==> config.mk <==
export PLATFORM = sky130hd
export DESIGN_NAME = ibrk_unit
export DESIGN_NICKNAME = d
export VERILOG_FILES = /design/src/rtl/ibrk_pkg.sv /design/src/rtl/ibrk_regs.sv /design/src/rtl/ibrk_match.sv /design/src/rtl/ibrk_report.sv /design/src/rtl/ibrk_unit.sv
export SDC_FILE = /design/constraint.sdc
export NUM_CORES = 1
export LEC_CHECK = 0
export ABC_AREA = 1
export ABC_CLOCK_PERIOD_IN_PS = 4500
export BUFFER_PORTS_ARGS = -buffer_cell sky130_fd_sc_hd__buf_4
export CAP_MARGIN = 20
export CORE_MARGIN = 10
export CORE_UTILIZATION = 24
export CTS_BUF_LIST = sky130_fd_sc_hd__clkbuf_4
export CTS_CLUSTER_DIAMETER = 50
export CTS_CLUSTER_SIZE = 20
export DETAILED_ROUTE_END_ITERATION = 16
export PLACE_DENSITY_LB_ADDON = 0.08
export SLEW_MARGIN = 20
export SYNTH_ARGS = -nofsm -noshare
export SYNTH_HDL_FRONTEND = slang
export SYNTH_HIERARCHICAL = 1
export SYNTH_SLANG_ARGS = --single-unit
==> constraint.sdc <==
create_clock -name clk -period 4.5 [get_ports clk]
set_clock_uncertainty 0.05 [all_clocks]
set_input_delay 0 -clock clk [delete_from_list [all_inputs] [get_ports clk]]
set_output_delay 0 -clock clk [all_outputs]
set_load 0.01 [all_outputs]
==> src/rtl/ibrk_pkg.sv <==
package ibrk_pkg;
  localparam int CAUSE_W  = 3;
  localparam int CAUSE_IB = 0;  // address slot match
  localparam int CAUSE_BI = 1;  // full-width break instruction
  localparam int CAUSE_BN = 2;  // narrow break instruction
  typedef logic [CAUSE_W-1:0] cause_t;
endpackage

==> src/rtl/ibrk_regs.sv <==
module ibrk_regs #(
  parameter int NUM_SLOTS = 2,
  parameter int ADDR_W    = 32,
  parameter int SEL_W     = 4
) (
  input  logic                        clk,
  input  logic                        rst_n,
  input  logic                        wr_en,
  input  logic [SEL_W-1:0]            wr_sel,
  input  logic [ADDR_W-1:0]           wr_data,
  input  logic [SEL_W-1:0]            rd_sel,
  output logic [ADDR_W-1:0]           rd_data,
  output logic [NUM_SLOTS-1:0]        arm,
  output logic [NUM_SLOTS*ADDR_W-1:0] addr_flat
);
  logic [NUM_SLOTS-1:0] arm_q;
  logic [ADDR_W-1:0]    addr_q [NUM_SLOTS];

  // arm register lives at select 0
  always_ff @(posedge clk) begin
    if (!rst_n)                          arm_q <= '0;
    else if (wr_en && wr_sel == '0)      arm_q <= wr_data[NUM_SLOTS-1:0];
  end

  // one address register per implemented slot; other selects fall through
  for (genvar i = 0; i < NUM_SLOTS; i++) begin : g_slot
    always_ff @(posedge clk) begin
      if (!rst_n)                                   addr_q[i] <= '0;
      else if (wr_en && wr_sel == SEL_W'(i + 1))    addr_q[i] <= wr_data;
    end
    assign addr_flat[i*ADDR_W +: ADDR_W] = addr_q[i];
  end

  assign arm = arm_q;

  always_comb begin
    rd_data = '0;
    if (rd_sel == '0) rd_data[NUM_SLOTS-1:0] = arm_q;
    for (int i = 0; i < NUM_SLOTS; i++)
      if (rd_sel == SEL_W'(i + 1)) rd_data = addr_q[i];
  end

  // writes past the last slot leave all state untouched
  a_r3_oob_dropped: assert property (@(posedge clk) disable iff (!rst_n)
    (wr_en && int'(wr_sel) > NUM_SLOTS) |=> ($stable(addr_flat) && $stable(arm)));
  // arm bits are only written through select 0
  a_r2_arm_select: assert property (@(posedge clk) disable iff (!rst_n)
    !(wr_en && wr_sel == '0) |=> $stable(arm));
endmodule

==> src/rtl/ibrk_match.sv <==
module ibrk_match #(
  parameter int NUM_SLOTS = 2,
  parameter int ADDR_W    = 32,
  parameter int IDX_W     = 1
) (
  input  logic                        clk,
  input  logic                        rst_n,
  input  logic [ADDR_W-1:0]           pc,
  input  logic [NUM_SLOTS-1:0]        arm,
  input  logic [NUM_SLOTS*ADDR_W-1:0] addr_flat,
  output logic                        hit,
  output logic [IDX_W-1:0]            hit_idx
);
  logic [NUM_SLOTS-1:0] eq;

  for (genvar i = 0; i < NUM_SLOTS; i++) begin : g_cmp
    assign eq[i] = arm[i] && (addr_flat[i*ADDR_W +: ADDR_W] == pc);
  end

  // scan from the top down so the lowest matching index is the last written
  always_comb begin
    hit     = 1'b0;
    hit_idx = '0;
    for (int i = NUM_SLOTS - 1; i >= 0; i--) begin
      if (eq[i]) begin
        hit     = 1'b1;
        hit_idx = IDX_W'(i);
      end
    end
  end

  // the reported slot is armed, matches, and no lower slot matches
  a_r5_lowest_wins: assert property (@(posedge clk) disable iff (!rst_n)
    hit |-> (eq[hit_idx] && ((eq & ((NUM_SLOTS'(1) << hit_idx) - NUM_SLOTS'(1))) == '0)));
  // a disarmed slot never produces the hit
  a_r4_armed_only: assert property (@(posedge clk) disable iff (!rst_n)
    hit |-> arm[hit_idx]);
endmodule

==> src/rtl/ibrk_report.sv <==
module ibrk_report
  import ibrk_pkg::*;
#(
  parameter int ADDR_W = 32,
  parameter int IDX_W  = 1
) (
  input  logic              clk,
  input  logic              rst_n,
  input  logic              dbg_en,
  input  logic              pc_valid,
  input  logic [ADDR_W-1:0] pc,
  input  logic              brk_wide,
  input  logic              brk_narrow,
  input  logic              hit,
  input  logic [IDX_W-1:0]  hit_idx,
  output logic              exc_valid,
  output cause_t            exc_cause,
  output logic [IDX_W-1:0]  exc_slot,
  output logic [ADDR_W-1:0] exc_pc
);
  logic   live;
  cause_t nxt_cause;

  assign live = dbg_en && pc_valid;

  // address match outranks the wide break, which outranks the narrow one
  always_comb begin
    nxt_cause = '0;
    if (live) begin
      if (hit)             nxt_cause[CAUSE_IB] = 1'b1;
      else if (brk_wide)   nxt_cause[CAUSE_BI] = 1'b1;
      else if (brk_narrow) nxt_cause[CAUSE_BN] = 1'b1;
    end
  end

  always_ff @(posedge clk) begin
    if (!rst_n) begin
      exc_valid <= 1'b0;
      exc_cause <= '0;
      exc_slot  <= '0;
      exc_pc    <= '0;
    end else begin
      exc_valid <= |nxt_cause;
      exc_cause <= nxt_cause;
      if (|nxt_cause) begin
        exc_pc   <= pc;
        exc_slot <= nxt_cause[CAUSE_IB] ? hit_idx : '0;
      end
    end
  end

  // nothing fires without debug enable and a valid instruction
  a_r6_gated: assert property (@(posedge clk) disable iff (!rst_n)
    !(dbg_en && pc_valid) |=> !exc_valid);
  // exactly one cause bit per request
  a_r7_onehot: assert property (@(posedge clk) disable iff (!rst_n)
    exc_valid |-> ($countones(exc_cause) == 1));
  // reported PC is the instruction presented one cycle earlier
  a_r9_pc: assert property (@(posedge clk) disable iff (!rst_n)
    (dbg_en && pc_valid && (hit || brk_wide || brk_narrow)) |=> (exc_valid && exc_pc == $past(pc)));
  // an address match suppresses both break causes
  a_r8_ib_first: assert property (@(posedge clk) disable iff (!rst_n)
    (dbg_en && pc_valid && hit) |=> exc_cause[CAUSE_IB]);
endmodule

==> src/rtl/ibrk_unit.sv <==
module ibrk_unit
  import ibrk_pkg::*;
#(
  parameter int NUM_SLOTS = 2,
  parameter int ADDR_W    = 32,
  parameter int SEL_W     = 4,
  localparam int IDX_W    = (NUM_SLOTS > 1) ? $clog2(NUM_SLOTS) : 1
) (
  input  logic              clk,
  input  logic              rst_n,
  input  logic              wr_en,
  input  logic [SEL_W-1:0]  wr_sel,
  input  logic [ADDR_W-1:0] wr_data,
  input  logic [SEL_W-1:0]  rd_sel,
  output logic [ADDR_W-1:0] rd_data,
  input  logic              dbg_en,
  input  logic              pc_valid,
  input  logic [ADDR_W-1:0] pc,
  input  logic              brk_wide,
  input  logic              brk_narrow,
  output logic              exc_valid,
  output logic [2:0]        exc_cause,
  output logic [IDX_W-1:0]  exc_slot,
  output logic [ADDR_W-1:0] exc_pc
);
  logic [NUM_SLOTS-1:0]        arm;
  logic [NUM_SLOTS*ADDR_W-1:0] addr_flat;
  logic                        hit;
  logic [IDX_W-1:0]            hit_idx;
  cause_t                      cause_q;

  ibrk_regs #(.NUM_SLOTS(NUM_SLOTS), .ADDR_W(ADDR_W), .SEL_W(SEL_W)) u_regs (
    .clk(clk), .rst_n(rst_n), .wr_en(wr_en), .wr_sel(wr_sel), .wr_data(wr_data),
    .rd_sel(rd_sel), .rd_data(rd_data), .arm(arm), .addr_flat(addr_flat));

  ibrk_match #(.NUM_SLOTS(NUM_SLOTS), .ADDR_W(ADDR_W), .IDX_W(IDX_W)) u_match (
    .clk(clk), .rst_n(rst_n), .pc(pc), .arm(arm), .addr_flat(addr_flat),
    .hit(hit), .hit_idx(hit_idx));

  ibrk_report #(.ADDR_W(ADDR_W), .IDX_W(IDX_W)) u_report (
    .clk(clk), .rst_n(rst_n), .dbg_en(dbg_en), .pc_valid(pc_valid), .pc(pc),
    .brk_wide(brk_wide), .brk_narrow(brk_narrow), .hit(hit), .hit_idx(hit_idx),
    .exc_valid(exc_valid), .exc_cause(cause_q), .exc_slot(exc_slot), .exc_pc(exc_pc));

  assign exc_cause = cause_q;

  // request is a single-cycle pulse unless a new instruction re-fires it
  a_r9_pulse: assert property (@(posedge clk) disable iff (!rst_n)
    (exc_valid && !pc_valid) |=> !exc_valid);
endmodule

==> metrics.md <==
| Metric | Value |
|---|---|
| Most used cell, CP | nand2_1 |
| Outcome | finished, final reports clean |
| Tot GR Track Use | between 10% and 20% |
| HPWL Detailed | 16,400 um |
| Starting DRT DRC Count | 371 |
| Dominant synthesized flop cell | edfxtp_1 |
| Layout Cells excl Fill | 1,378 |
| Critical path capture point type | flop |
| Syn-to-layout area delta | 43.18% |
| FFs w/ async S/R, synth | 0% |
| Worst hold path class | input pin to flop |
| Fmax | 0.2504 GHz |
| Full die area | 31,520 um2 |
| Placer Congestion | between 0.8 and 0.9 |
| Initial antenna violation count | 1 |
| Core area | between 20,000 and 25,000 um2 |
| Later-pin clock latency in the skew report | 0.49 ns |
| Via count | approximately 5,800 |
| Top Ports | about 150 |
| Area leader, netlist | edfxtp_1 |
| Worst path max stage delay | between 0.6 and 0.7 ns |
| Rel. slew slack | a little over a third |
| Setup Crit Path Kind | flop to flop |
| CP cell instances | inv_1 > nand2_1 > nand2_1 > nor2_2 > nand2_1 > nor2_1 > and2_1 > nand3_1 > nand2_1 > nor2_1 > nand3_2 > buf_4 > a21oi_1 > dlygate4sd3_1 > nor2_1 > dlygate4sd3_1 |
| Distinct cell type count after synthesis | 29 |
| First-pass GRT wire length | 34,580 um |
| FP Rows | 57 |
| CP Buf/Inv Count | 4 |
| Setup-failing EPs final | 0 |
| Yosys warning total | 6 |
| Chip Width | 177.5 um |
| Final TNS setup | 0 ns |
| IO Port Bufs | 147 |
| Syn_area_per_cell | 7.345 um2 |
| Least-Margin Pin Slew | 0.9586 ns |
| Fin. max-slew vios | 0 |
| Seq/Total Area, Yosys | 45.37% |
| Detail Route Antenna Nets | 0 |
| Mapped Area | 5957 um2 |
| Cells after Synth | 811 |
| CTS tree | built |
| First drt pass iteration count | 7 |
| Largest net degree at the start of global routing | 67 |
| #FFs+latches synth | 103 |
| Clock slew at reported path FFs | 0.17 ns |
| Worst Path Required | 4.84 ns |
| Slowest-stage cell, CP | nand3_2 |
| Lkg Pwr | between 4 and 5 nW |
| Max-cap violations | 0 |
| Crit path max-delay family | buffers and inverters |
| Detailed-route wire length per cell | 16.29 um |
| Mapped Nets | 890 |
| Total CTS buffers | 9 |
| GRT Residual Overflow | 0 |
| Final WL | around 22,000 um |
| Via density | roughly 4.2 |
| Power per standard cell area | ~240 nW/um2 |
| Global routing usage on met1 | 19.37% |
| Synth area leaders | edfxtp_1 32%, dfxtp_1 13%, nand2_1 12% |
| Hold Violations, Final | 0 |
| # DRC | 0 |
| Clock buffer depth | 2 |
| Clock root buffer | clkbuf_4 |
| Vias in the first global route | between 6,000 and 7,000 |
| Crit path max fanout | 45 |
| Post-synth EDFFs | 64 |
| GR peak layer | met2 |
| Starting Density | between 20% and 30% |
| Critical Path AT | 4.34 ns |
| Period utilization | 88.74% |
| Height of the die | 177.5 um |
| Placed insts | around 1,200 |
| Commonest cells in the netlist | 190 x nand2_1, 137 x inv_1, 109 x nand3_1, 103 x nor2_1, 64 x edfxtp_1 |
| GR Layer Usage met3 | 2.869% |
| CTS sink count | 103 |
| Nets | around 1,100 |
| Most common cell in the netlist | nand2_1 |
| RSZ-0062 raised after global routing | false |
| H-tree levels | 3 |
| Setup Fix Bufs, Post-CTS | 0 |
| Met2 usage | 22.89% |
| Layout cells sized above 1 | a little over a fifth |
| Post-synth top area share | 32.26% |
| VDD IR-drop max | 0.00009030 V |
| Final Critical Period | 3.993 ns |
| Setup crit start kind | flop |
worst reg2reg max path, stage by stage (launching register included):
cell           delay, ns
edfxtp_1            0.46
inv_1               0.07
nand2_1             0.07
nand2_1             0.08
nor2_2              0.04
nand2_1             0.05
nor2_1              0.05
and2_1              0.14
nand3_1             0.06
nand2_1             0.15
nor2_1              0.17
nand3_2             0.68
buf_4               0.53
a21oi_1             0.15
dlygate4sd3_1       0.56
nor2_1              0.05
dlygate4sd3_1       0.54
cells in the final DEF, fill, tap and decap left out, types with 2 or more instances in the layout:
cell type and n:
a21oi_1 34, buf_4 150, clkbuf_4 14, clkinv_2 2, dfxtp_1 39, dlygate4sd3_1 113
edfxtp_1 64, inv_1 137, inv_2 11, nand2_1 188, nand2_2 2, nand3_1 109
nand4_1 9, nand4_4 2, nor2_1 100, nor2_2 35, nor2_4 8, o21ai_0 2
o21ai_1 5, o22ai_1 3, xnor2_1 17
path summary, 6_finish.rpt:
kind | start | cells past startpoint | end | slack [ns]
worst max-delay path | u_regs/addr_q[0][7] | 16 | u_report/exc_pc[20] | 0.51
worst min-delay path | wr_sel[3] | 4 | u_regs/addr_q[0][31] | 0.22
worst max register to register | u_regs/addr_q[0][7] | 16 | u_report/exc_pc[20] | 0.51
worst min register to register | u_report/exc_slot | 4 | u_report/exc_slot | 0.51
cell type report:
class	count	area (um2)
antenna	1	2.502
clock buffer	14	105.1
clock inverter	2	10.01
fill	2654	15860
inverter	149	559.3
multi-input combinational	522	2487
sequential	103	2703
tap	324	405.4
timing repair buffer	263	2257
power by group:
part / internal [mW] / total, mW / switching (mW)
clock: 0.144 / 0.465 / 0.321
combinational: 0.224 / 0.470 / 0.246
sequential: 1.06 / 1.11 / 0.0445
layer usage:
layer	routed length [um]	up-vias
li1	-	2989
met1	10830	2654
met2	10240	147
met3	1096	19
met4	284	0
met5	0	-
through the flow:
stage | hold slack [ns] | setup WS, ns | area [um2] | power (mW) | utilization [%]
2_1_floorplan | 0.06911 | 2.674 | 5957 | 1.316 | -
3_3_place_gp | 0.2134 | 1.639 | 7281 | 1.523 | 29.85
6_report | 0.2165 | 0.5065 | 8529 | 2.041 | 34.97
4_1_cts | 0.1903 | 0.5003 | 8527 | 2.071 | 34.96
3_5_place_dp | 0.2170 | 1.604 | 7281 | 1.523 | 29.85
5_1_grt | 0.2404 | 0.1695 | 8529 | 2.155 | 34.97
state kept, by name (all words and copies together) (netlist names):
signal	cells
u_report/exc_pc	32
u_regs/addr_q	64
u_report/exc_cause	3
u_report/exc_valid	1
u_regs/arm	2
u_report/exc_slot	1
cells by family (layout without fill, tap and decap cells):
group / Yosys count / count (layout) / share of synthesized area (%)
buffers and inverters: 186 / 428 / 13.46
other: 0 / 1 / 0
flip-flops: 103 / 103 / 45.37
AO/OA/AOI/OAI: 47 / 47 / 4.159
AND/OR/NAND/NOR: 458 / 458 / 34.51
XOR/XNOR: 17 / 17 / 2.499
what timing repair did:
item / CTS / global route
resized for setup: 0 / 0
hold buffers: 113 / 0
endpoints found under the hold margin: 101 / 0
No activity file was read; power rests on OpenSTA's default activity.
